[config.mk]
export PLATFORM = sky130hd
export DESIGN_NAME = gpio_bb_top
export DESIGN_NICKNAME = d
export VERILOG_FILES = /design/src/rtl/gpio_bb_pkg.sv /design/src/rtl/gpio_bb_sampler.sv /design/src/rtl/gpio_bb_pads.sv /design/src/rtl/gpio_bb_regs.sv /design/src/rtl/gpio_bb_top.sv
export SDC_FILE = /design/constraint.sdc
export NUM_CORES = 1
export LEC_CHECK = 0
export CORE_ASPECT_RATIO = 1.2
export CORE_MARGIN = 2
export CORE_UTILIZATION = 40
export DETAILED_ROUTE_END_ITERATION = 8
export SYNTH_ARGS = -nofsm -noshare
export SYNTH_HDL_FRONTEND = slang
export SYNTH_SLANG_ARGS = --single-unit
[constraint.sdc]
create_clock -name clk -period 1.8 [get_ports clk]
set_input_delay 0.36 -clock clk [delete_from_list [all_inputs] [get_ports clk]]
set_output_delay 0.36 -clock clk [all_outputs]
set_load 0.01 [all_outputs]
[src/rtl/gpio_bb_pkg.sv]
package gpio_bb_pkg;
    localparam int BYTE_W = 8;
    localparam int ADDR_W = 2;

    typedef enum logic [ADDR_W-1:0] {
        ADDR_IN   = 2'd0,
        ADDR_OUT  = 2'd1,
        ADDR_DIR  = 2'd2,
        ADDR_NONE = 2'd3
    } gpio_addr_e;

    typedef struct packed {
        logic [BYTE_W-1:0] dir;
        logic [BYTE_W-1:0] outp;
        logic [BYTE_W-1:0] inp;
    } gpio_state_t;
endpackage

[src/rtl/gpio_bb_sampler.sv]
module gpio_bb_sampler #(
    parameter int SYNC_STAGES  = 2,
    parameter int SAMPLE_DELAY = 4
) (
    input  logic clk,
    input  logic rst_n,
    input  logic sda_sense,
    input  logic start,
    output logic sample_stb,
    output logic sda_level
);
    localparam int CNT_W = $clog2(SAMPLE_DELAY + 1);

    typedef struct packed {
        logic [SYNC_STAGES-1:0] sync;
        logic [CNT_W-1:0]       cnt;
    } samp_t;

    samp_t                  samp_d, samp_q;
    logic [SYNC_STAGES-1:0] sync_shift;

    generate
        if (SYNC_STAGES == 1) begin : g_one_stage
            assign sync_shift = sda_sense;
        end else begin : g_chain
            assign sync_shift = {samp_q.sync[SYNC_STAGES-2:0], sda_sense};
        end
    endgenerate

    always_comb begin
        samp_d      = samp_q;
        samp_d.sync = sync_shift;
        if (start) begin
            samp_d.cnt = CNT_W'(SAMPLE_DELAY);
        end else if (samp_q.cnt != '0) begin
            samp_d.cnt = samp_q.cnt - 1'b1;
        end
    end

    always_ff @(posedge clk) begin
        if (!rst_n) begin
            samp_q.sync <= '1;
            samp_q.cnt  <= '0;
        end else begin
            samp_q <= samp_d;
        end
    end

    assign sample_stb = (samp_q.cnt == CNT_W'(1)) && !start;
    assign sda_level  = samp_q.sync[SYNC_STAGES-1];
endmodule

[src/rtl/gpio_bb_pads.sv]
module gpio_bb_pads import gpio_bb_pkg::*; #(
    parameter int SDA_BIT = 0,
    parameter int SCL_BIT = 1
) (
    input  logic              clk,
    input  logic              rst_n,
    input  logic              eff_wr,
    input  logic [BYTE_W-1:0] out_next,
    input  logic [BYTE_W-1:0] dir_next,
    output logic              sda_drive_low,
    output logic              scl_drive_low
);
    typedef struct packed {
        logic sda_lvl;
        logic scl_lvl;
    } pad_t;

    pad_t pad_d, pad_q;

    always_comb begin
        pad_d = pad_q;
        if (eff_wr) begin
            pad_d.sda_lvl = dir_next[SDA_BIT] ? out_next[SDA_BIT] : 1'b1;
            if (dir_next[SCL_BIT]) begin
                pad_d.scl_lvl = out_next[SCL_BIT];
            end
        end
    end

    always_ff @(posedge clk) begin
        if (!rst_n) begin
            pad_q <= '{sda_lvl: 1'b1, scl_lvl: 1'b1};
        end else begin
            pad_q <= pad_d;
        end
    end

    assign sda_drive_low = !pad_q.sda_lvl;
    assign scl_drive_low = !pad_q.scl_lvl;
endmodule

[src/rtl/gpio_bb_regs.sv]
module gpio_bb_regs import gpio_bb_pkg::*; (
    input  logic              clk,
    input  logic              rst_n,
    input  logic              wr_en,
    input  logic              rd_en,
    input  logic [ADDR_W-1:0] addr,
    input  logic [BYTE_W-1:0] wdata,
    input  logic              sample_stb,
    input  logic              sda_level,
    output logic              eff_wr,
    output gpio_state_t       st_next,
    output gpio_state_t       st_cur,
    output logic [BYTE_W-1:0] rdata
);
    typedef struct packed {
        gpio_state_t       st;
        logic [BYTE_W-1:0] rdata;
    } regs_t;

    regs_t regs_d, regs_q;

    always_comb begin
        regs_d = regs_q;
        eff_wr = 1'b0;
        if (wr_en) begin
            case (addr)
                ADDR_OUT: begin
                    if (wdata != regs_q.st.outp) begin
                        eff_wr           = 1'b1;
                        regs_d.st.outp   = wdata;
                    end
                end
                ADDR_DIR: begin
                    if (wdata != regs_q.st.dir) begin
                        eff_wr           = 1'b1;
                        regs_d.st.dir    = wdata;
                    end
                end
                default: ;
            endcase
        end
        if (eff_wr) begin
            regs_d.st.inp = '0;
        end else if (sample_stb) begin
            regs_d.st.inp = {{(BYTE_W-1){1'b0}}, sda_level};
        end
        if (rd_en) begin
            case (addr)
                ADDR_IN:  regs_d.rdata = regs_q.st.inp;
                ADDR_OUT: regs_d.rdata = regs_q.st.outp;
                ADDR_DIR: regs_d.rdata = regs_q.st.dir;
                default:  regs_d.rdata = '0;
            endcase
        end
    end

    always_ff @(posedge clk) begin
        if (!rst_n) begin
            regs_q <= '0;
        end else begin
            regs_q <= regs_d;
        end
    end

    assign st_next = regs_d.st;
    assign st_cur  = regs_q.st;
    assign rdata   = regs_q.rdata;
endmodule

[src/rtl/gpio_bb_top.sv]
module gpio_bb_top import gpio_bb_pkg::*; #(
    parameter int SDA_BIT      = 0,
    parameter int SCL_BIT      = 1,
    parameter int SYNC_STAGES  = 2,
    parameter int SAMPLE_DELAY = 4
) (
    input  logic              clk,
    input  logic              rst_n,
    input  logic              wr_en,
    input  logic              rd_en,
    input  logic [ADDR_W-1:0] addr,
    input  logic [BYTE_W-1:0] wdata,
    output logic [BYTE_W-1:0] rdata,
    input  logic              sda_sense,
    output logic              sda_drive_low,
    output logic              scl_drive_low
);
    logic        eff_wr;
    logic        sample_stb;
    logic        sda_level;
    gpio_state_t st_next;
    gpio_state_t st_cur;

    logic [BYTE_W-1:0] in_byte;
    logic [BYTE_W-1:0] out_byte;
    logic [BYTE_W-1:0] dir_byte;

    gpio_bb_regs u_regs (
        .clk        (clk),
        .rst_n      (rst_n),
        .wr_en      (wr_en),
        .rd_en      (rd_en),
        .addr       (addr),
        .wdata      (wdata),
        .sample_stb (sample_stb),
        .sda_level  (sda_level),
        .eff_wr     (eff_wr),
        .st_next    (st_next),
        .st_cur     (st_cur),
        .rdata      (rdata)
    );

    gpio_bb_pads #(
        .SDA_BIT (SDA_BIT),
        .SCL_BIT (SCL_BIT)
    ) u_pads (
        .clk           (clk),
        .rst_n         (rst_n),
        .eff_wr        (eff_wr),
        .out_next      (st_next.outp),
        .dir_next      (st_next.dir),
        .sda_drive_low (sda_drive_low),
        .scl_drive_low (scl_drive_low)
    );

    gpio_bb_sampler #(
        .SYNC_STAGES  (SYNC_STAGES),
        .SAMPLE_DELAY (SAMPLE_DELAY)
    ) u_sampler (
        .clk        (clk),
        .rst_n      (rst_n),
        .sda_sense  (sda_sense),
        .start      (eff_wr),
        .sample_stb (sample_stb),
        .sda_level  (sda_level)
    );

    assign in_byte  = st_cur.inp;
    assign out_byte = st_cur.outp;
    assign dir_byte = st_cur.dir;
endmodule

Word-level counts from Yosys, hierarchy flattened. Cells that the tools add are included.

Input port bits: 15. Register bits after elaboration: 32. Logic and storage cells: 42. Output and inout bits: 10.

Bitwise gates (word level): 1. Reduce and logical (&&, ||, !) cells: 11. Equality and inequality tests: 5. Add/subtract/negate cells: 1. Multiplexer cells: 13.

Operators by type and width (number): 8-bit one-hot mux with 3 select lines (1); 8-bit 2-to-1 mux (2); 8-bit inequality test (2); 10-bit 2-to-1 mux (1); 3-bit 2-to-1 mux (2); 3-bit AND reduction (2); 1-bit 2-to-1 mux (4); 2-bit 2-to-1 mux (2); 3-bit by 1-bit equality test with 1-bit output, second input constant (1); 1-bit logical NOT (3); 3-bit nonzero test (1); 3-bit by 1-bit subtractor with 3-bit output, second input constant (1); 2-bit by 1-bit equality test with 1-bit output, second input constant (1); 2-bit equality test, second input constant (1); 2-bit logical NOT (1); 1-bit one-hot mux with 2 select lines (1); 2-bit AND reduction (1); 2-bit nonzero test (1); 2-bit OR reduction (1); 1-bit logical AND (1); 1-bit inverter (1).

Logic depth before layout (Yosys ltp).
Depth in word-level cells: 6. Mapped depth: 8. Mapped depth without buffers: 6.

Hierarchy. Synthesis repeated with hierarchy kept, for this count alone.

Cells, all modules: 228. Area total of the unflattened synthesis: 2192.1 µm².

By module, submodules not included: gpio_bb_regs (sequential area each 640.6 µm², cells each 195, instances 1, area an instance 1865.5 µm²); gpio_bb_sampler (sequential area each 100.1 µm², cells each 23, instances 1, area an instance 235.2 µm²); gpio_bb_pads (sequential area each 40.0 µm², cells each 10, instances 1, area an instance 91.3 µm²).

Least setup slack after synthesis. OpenSTA, ideal clock, no wires.

Path type: input to register. From: in addr[0]. To: reg u_pads.pad_q[0] in the netlist's numbering. Arrival time: 1.707 ns. Data required time: 1.677 ns. Stages: 8. Setup slack: -0.031 ns. Library setup time: 0.123 ns. Buffers on the path: 2. Cells stage by stage: inv_1 > ha_1 > clkbuf_1 > nand2_1 > a21oi_2 > buf_6 > mux2i_1 > mux2_1.

Word-level cells in the longest chain between the ends: 4. Elaborated cells on any way between the ends: 8. Those cells by class: eq/ne: 2; mux: 5; reduce/logical: 1.

Ends and longest elaborated chain: start, declared (line gpio_bb_top.sv:11) `input logic [ADDR_W-1:0] addr,`; 2-bit equality test / 2-bit by 1-bit equality test with 1-bit output (equally long branches) (line gpio_bb_regs.sv:26) `case (addr)`; 1-bit one-hot mux with 2 select lines / 2-bit 2-to-1 mux (equally long branches) (line gpio_bb_regs.sv:26); 1-bit 2-to-1 mux / 10-bit 2-to-1 mux (equally long branches) (line gpio_bb_regs.sv:25) `if (wr_en) begin`; 2-bit AND reduction (no line); end signal, assigned (line gpio_bb_pads.sv:32) `pad_q <= '{sda_lvl: 1'b1, scl_lvl: 1'b1};`; end signal, assigned (line gpio_bb_pads.sv:34) `pad_q <= pad_d;`; end, declared (line gpio_bb_pads.sv:18) `pad_t pad_d, pad_q;`.

Several ways; a longest one is shown, not always the timed one. A chain may end at the register's enable or synchronous reset.

Final worst setup path.
From: in wdata[6]. To: reg u_sampler.samp_q[0] in the netlist's numbering.

Word-level cells in the longest chain between the ends: 5. Elaborated cells on any way between the ends: 7. Those cells by class: eq/ne: 2; mux: 4; reduce/logical: 1.

Ends and longest elaborated chain: start, declared (line gpio_bb_top.sv:12) `input logic [BYTE_W-1:0] wdata,`; 8-bit inequality test (on tied branches) (line gpio_bb_regs.sv:34, gpio_bb_regs.sv:28); 1-bit 2-to-1 mux (on tied branches) (line gpio_bb_regs.sv:34, gpio_bb_regs.sv:28); 1-bit one-hot mux with 2 select lines * (line gpio_bb_regs.sv:26); 1-bit 2-to-1 mux * (line gpio_bb_regs.sv:25); 2-bit OR reduction (no line) *; end signal, assigned (line gpio_bb_sampler.sv:45) `samp_q <= samp_d;`; end, declared (line gpio_bb_sampler.sv:19) `samp_t samp_d, samp_q;`.

Every way passes the cells marked *; elsewhere a longest branch is shown, timed or not.

==> impl_metrics.env <==
export IMPL_status="completed"
export IMPL_cts_sinks=32
export IMPL_fin_crit_ps=1730
export IMPL_cts_root_buffer="clkbuf_8"
export IMPL_postRouteAntennaNets=0
export IMPL_avgSynthCellArea_sq_um=9.69
export IMPL_crit_path_start_kind="input pin"
export IMPL_synth_cells=176
export IMPL_arrival_ps=1960
export IMPL_finalSetupViolCount=0
export IMPL_start_util_pct=41.0
export IMPL_grt_ovfl_total=0
export IMPL_dr_pass1_iters=4
export IMPL_grt_pass1_vias=1398
export IMPL_synth_top_area_share_pct=37.6
export IMPL_n_antenna_cell=0
export IMPL_cpMostUsedCell="buf_4"
export IMPL_dieArea_sq_um=4800
export IMPL_synthTopCellsByCount="dfxtp_1, inv_1, mux2i_1, xor2_1, nor2b_1"
export IMPL_synthArstFlopShare_pct=0
export IMPL_synthTopCellsByArea="dfxtp_1, mux2i_1, xor2_1, ha_1, nor2b_1"
export IMPL_drc=0
export IMPL_syn2layout_area_growth_pct=30.4
export IMPL_multi_input_area_sq_um=968
export IMPL_seqCellArea_sq_um=641
export IMPL_crit_chain="dlygate4sd2_1 > buf_4 > xor2_1 > nor4_2 > a21oi_2 > buf_4 > o21ai_4 > and3_4"
export IMPL_wirelength_um=3810
export IMPL_final_area_sq_um=2220
export IMPL_design_power_total_uw=1780
export IMPL_sw_frac_of_total_pct=28.3
export IMPL_grt_pass1_wl_um=6380
export IMPL_cts_tree="built"
export IMPL_synth_main_ff_cell="dfxtp_1"
export IMPL_layout_drive_gt1_share_pct=18.2
export IMPL_seqPwrFrac_pct=44.8
export IMPL_gp_congestion=0.863
export IMPL_whs_ps=429
export IMPL_ys_ff_latch=32
export IMPL_cp_end_kind="register"
export IMPL_relSlewSlack_pct=78.4
export IMPL_drt_iter0_markers=50
export IMPL_hold_viol=0
export IMPL_die_x_um=63.6
export IMPL_path_class="input pin to register"
export IMPL_p_sw_uw=503
export IMPL_yosysTopAreaCell="dfxtp_1"
export IMPL_maxCapViolations=0
export IMPL_io_buffers=24
export IMPL_combPwrFrac_pct=23.2
export IMPL_cp_slowest_cell="nor4_2"
export IMPL_fmax_mhz=578
export IMPL_ios=25
export IMPL_worst_pin_slew_ps=322
export IMPL_irDropWorstVdd_mv=0.571
export IMPL_grt_usage_pct=17.6
export IMPL_die_y_um=75.5
export IMPL_clk_latency_ps=290
export IMPL_fin_crit_sh_pct=96.1
export IMPL_dpl_instance_area_sq_um=2120
export IMPL_post_route_util_pct=53.4
export IMPL_routed_via_density=4.86
export IMPL_synth_seq_area_share_pct=37.6
export IMPL_synth_distinct_cells=32
export IMPL_synth_edff_count=0
export IMPL_row_count=26
export IMPL_fin_skew_ps=9.24
export IMPL_wl_met3_um=125
export IMPL_antenna_found_initial=0
export IMPL_path_max_fanout=5
export IMPL_n_fill_cell=425
export IMPL_synth_nets=199
export IMPL_crit_buf_inv=3
export IMPL_path_delay_family="buffers and inverters"
export IMPL_grt_max_degree=18
export IMPL_dr_wl_met2_um=2010
export IMPL_hold_buffers=0
export IMPL_yosysWarnings=0
export IMPL_design_final_nets=242
export IMPL_cts_buffers=5
export IMPL_synth_area_sq_um=1710
export IMPL_wl_per_cell_um=13.8
export IMPL_clk_pin_slew_ps=60
export IMPL_dp_hpwl_um=2970
export IMPL_cpPeakStageDelay_ps=320
export IMPL_highest_layer="met4"
export IMPL_synthMostInstantiatedCell="dfxtp_1"
export IMPL_rsz0062_at_grt="no"
export IMPL_cts_max_level=2
export IMPL_cp_required_ps=2030
export IMPL_internal_power_uw=1270
export IMPL_leakage_uw=0.000909
export IMPL_clock_path_buffers=2
export IMPL_core_area_sq_um=4160
export IMPL_power_density_nw_per_um2=798
export IMPL_met1_length_um=1610
export IMPL_p_clk_share_pct=32.1
export IMPL_min_path_type="register to register"
export IMPL_num_vias=1340
export IMPL_slew_violations=0
## logic make-up (layout without fill, tap and decap cells)
group | after synthesis | in the layout | synth area share [%]
DFF | 32 | 32 | 37.6
buffers and inverters | 27 | 71 | 6.82
xor gates and xnor gates | 17 | 17 | 8.73
adders and majority gates | 8 | 8 | 5.87
and+or+nand+nor | 45 | 45 | 16.6
AOI/OAI and AO/OA | 28 | 28 | 12.9
muxes | 19 | 19 | 11.5
## flip-flops by register name, summed over array words and instances, names as in the netlist
| signal | count |
|---|---|
| u_sampler.sda_level | 1 |
| u_regs.rdata | 8 |
| u_sampler.samp_d | 1 |
| u_pads.pad_q | 2 |
| u_sampler.samp_q | 3 |
| u_regs.st_cur | 17 |
## per-layer routing
| metal | vias up | global-route usage, % |
|---|---|---|
| met1 | 633 | 18.9 |
| met3 | 6 | 3.84 |
| met5 | - | 0 |
| li1 | 674 | - |
| met2 | 27 | 33.2 |
| met4 | 0 | 8.21 |
## layout by cell type, fill, tap and decap left out
cell	synthesis	layout
inv_1	18	18
o21ai_0	1	1
mux2i_1	17	17
and3b_1	1	1
a21oi_2	2	1
xor2_1	16	15
ha_1	8	8
nor2_1	2	2
xor2_2	0	1
clkinv_2	0	2
a222oi_1	1	1
and3_1	2	1
clkbuf_8	0	6
nor4_2	4	4
a32oi_1	1	1
a21boi_0	2	2
nor2b_1	15	15
o221ai_2	1	1
nand2_1	8	8
a31oi_1	1	1
clkdlybuf4s50_1	0	14
o21ai_4	1	1
dfxtp_1	32	32
mux2_4	1	1
o21a_1	1	1
mux2_1	1	1
xnor2_1	1	1
a211oi_1	1	1
buf_4	0	21
a211o_1	1	1
a21oi_4	0	1
o22ai_1	8	8
nand2b_1	3	3
dlygate4sd2_1	0	10
and2_1	9	9
and3_4	0	1
nand3_1	1	1
a22oi_1	7	7
## path summary, 6_finish.rpt
path	from	end	slack, ps	depth (start not counted)
min	u_sampler.samp_d[4]$_SDFF_PN1_	u_sampler.sda_level$_SDFF_PN1_	430	1
min reg2reg	u_sampler.samp_d[4]$_SDFF_PN1_	u_sampler.sda_level$_SDFF_PN1_	430	1
max reg2reg	u_regs.st_cur[17]$_SDFF_PN0_	u_sampler.samp_q[0]$_SDFFE_PP0P_	120	6
max	wdata[6]	u_sampler.samp_q[0]$_SDFFE_PP0P_	70	8
## power groups by stage
stage / Sequential (uW) / Clock [uW] / Combinational, uW
floorplan: 800 / 0 / 266
global placement: 805 / 0 / 370
detailed placement: 811 / 0 / 404
CTS: 795 / 593 / 403
global route: 801 / 629 / 457
finish: 795 / 570 / 411
## layout make-up
class	count	area share [%]
inverters	18	3.04
well taps	56	3.15
multi-input cells	117	43.5
clock buffers	6	3.71
flip-flops and latches	32	28.8
repair buffers	45	17.3
clock inverters	2	0.450
## through the flow
stage	setup WS (ps)	instances	setup TNS, ps
after global placement	-446	267	-8440
final	70.4	276	0
after global routing	17.3	276	0
after CTS	106	276	0
after floorplan	48.2	176	0
after detailed placement	-468	267	-9550
## timing repair
action / CTS / global route
hold endpoints to repair: 0 / 0
pin swaps: 7 / 2
endpoints found under the setup margin: 19 / 1
buffers inserted: 1 / 0
gates resized for setup: 12 / 1
(Power assumes the default switching activity.)
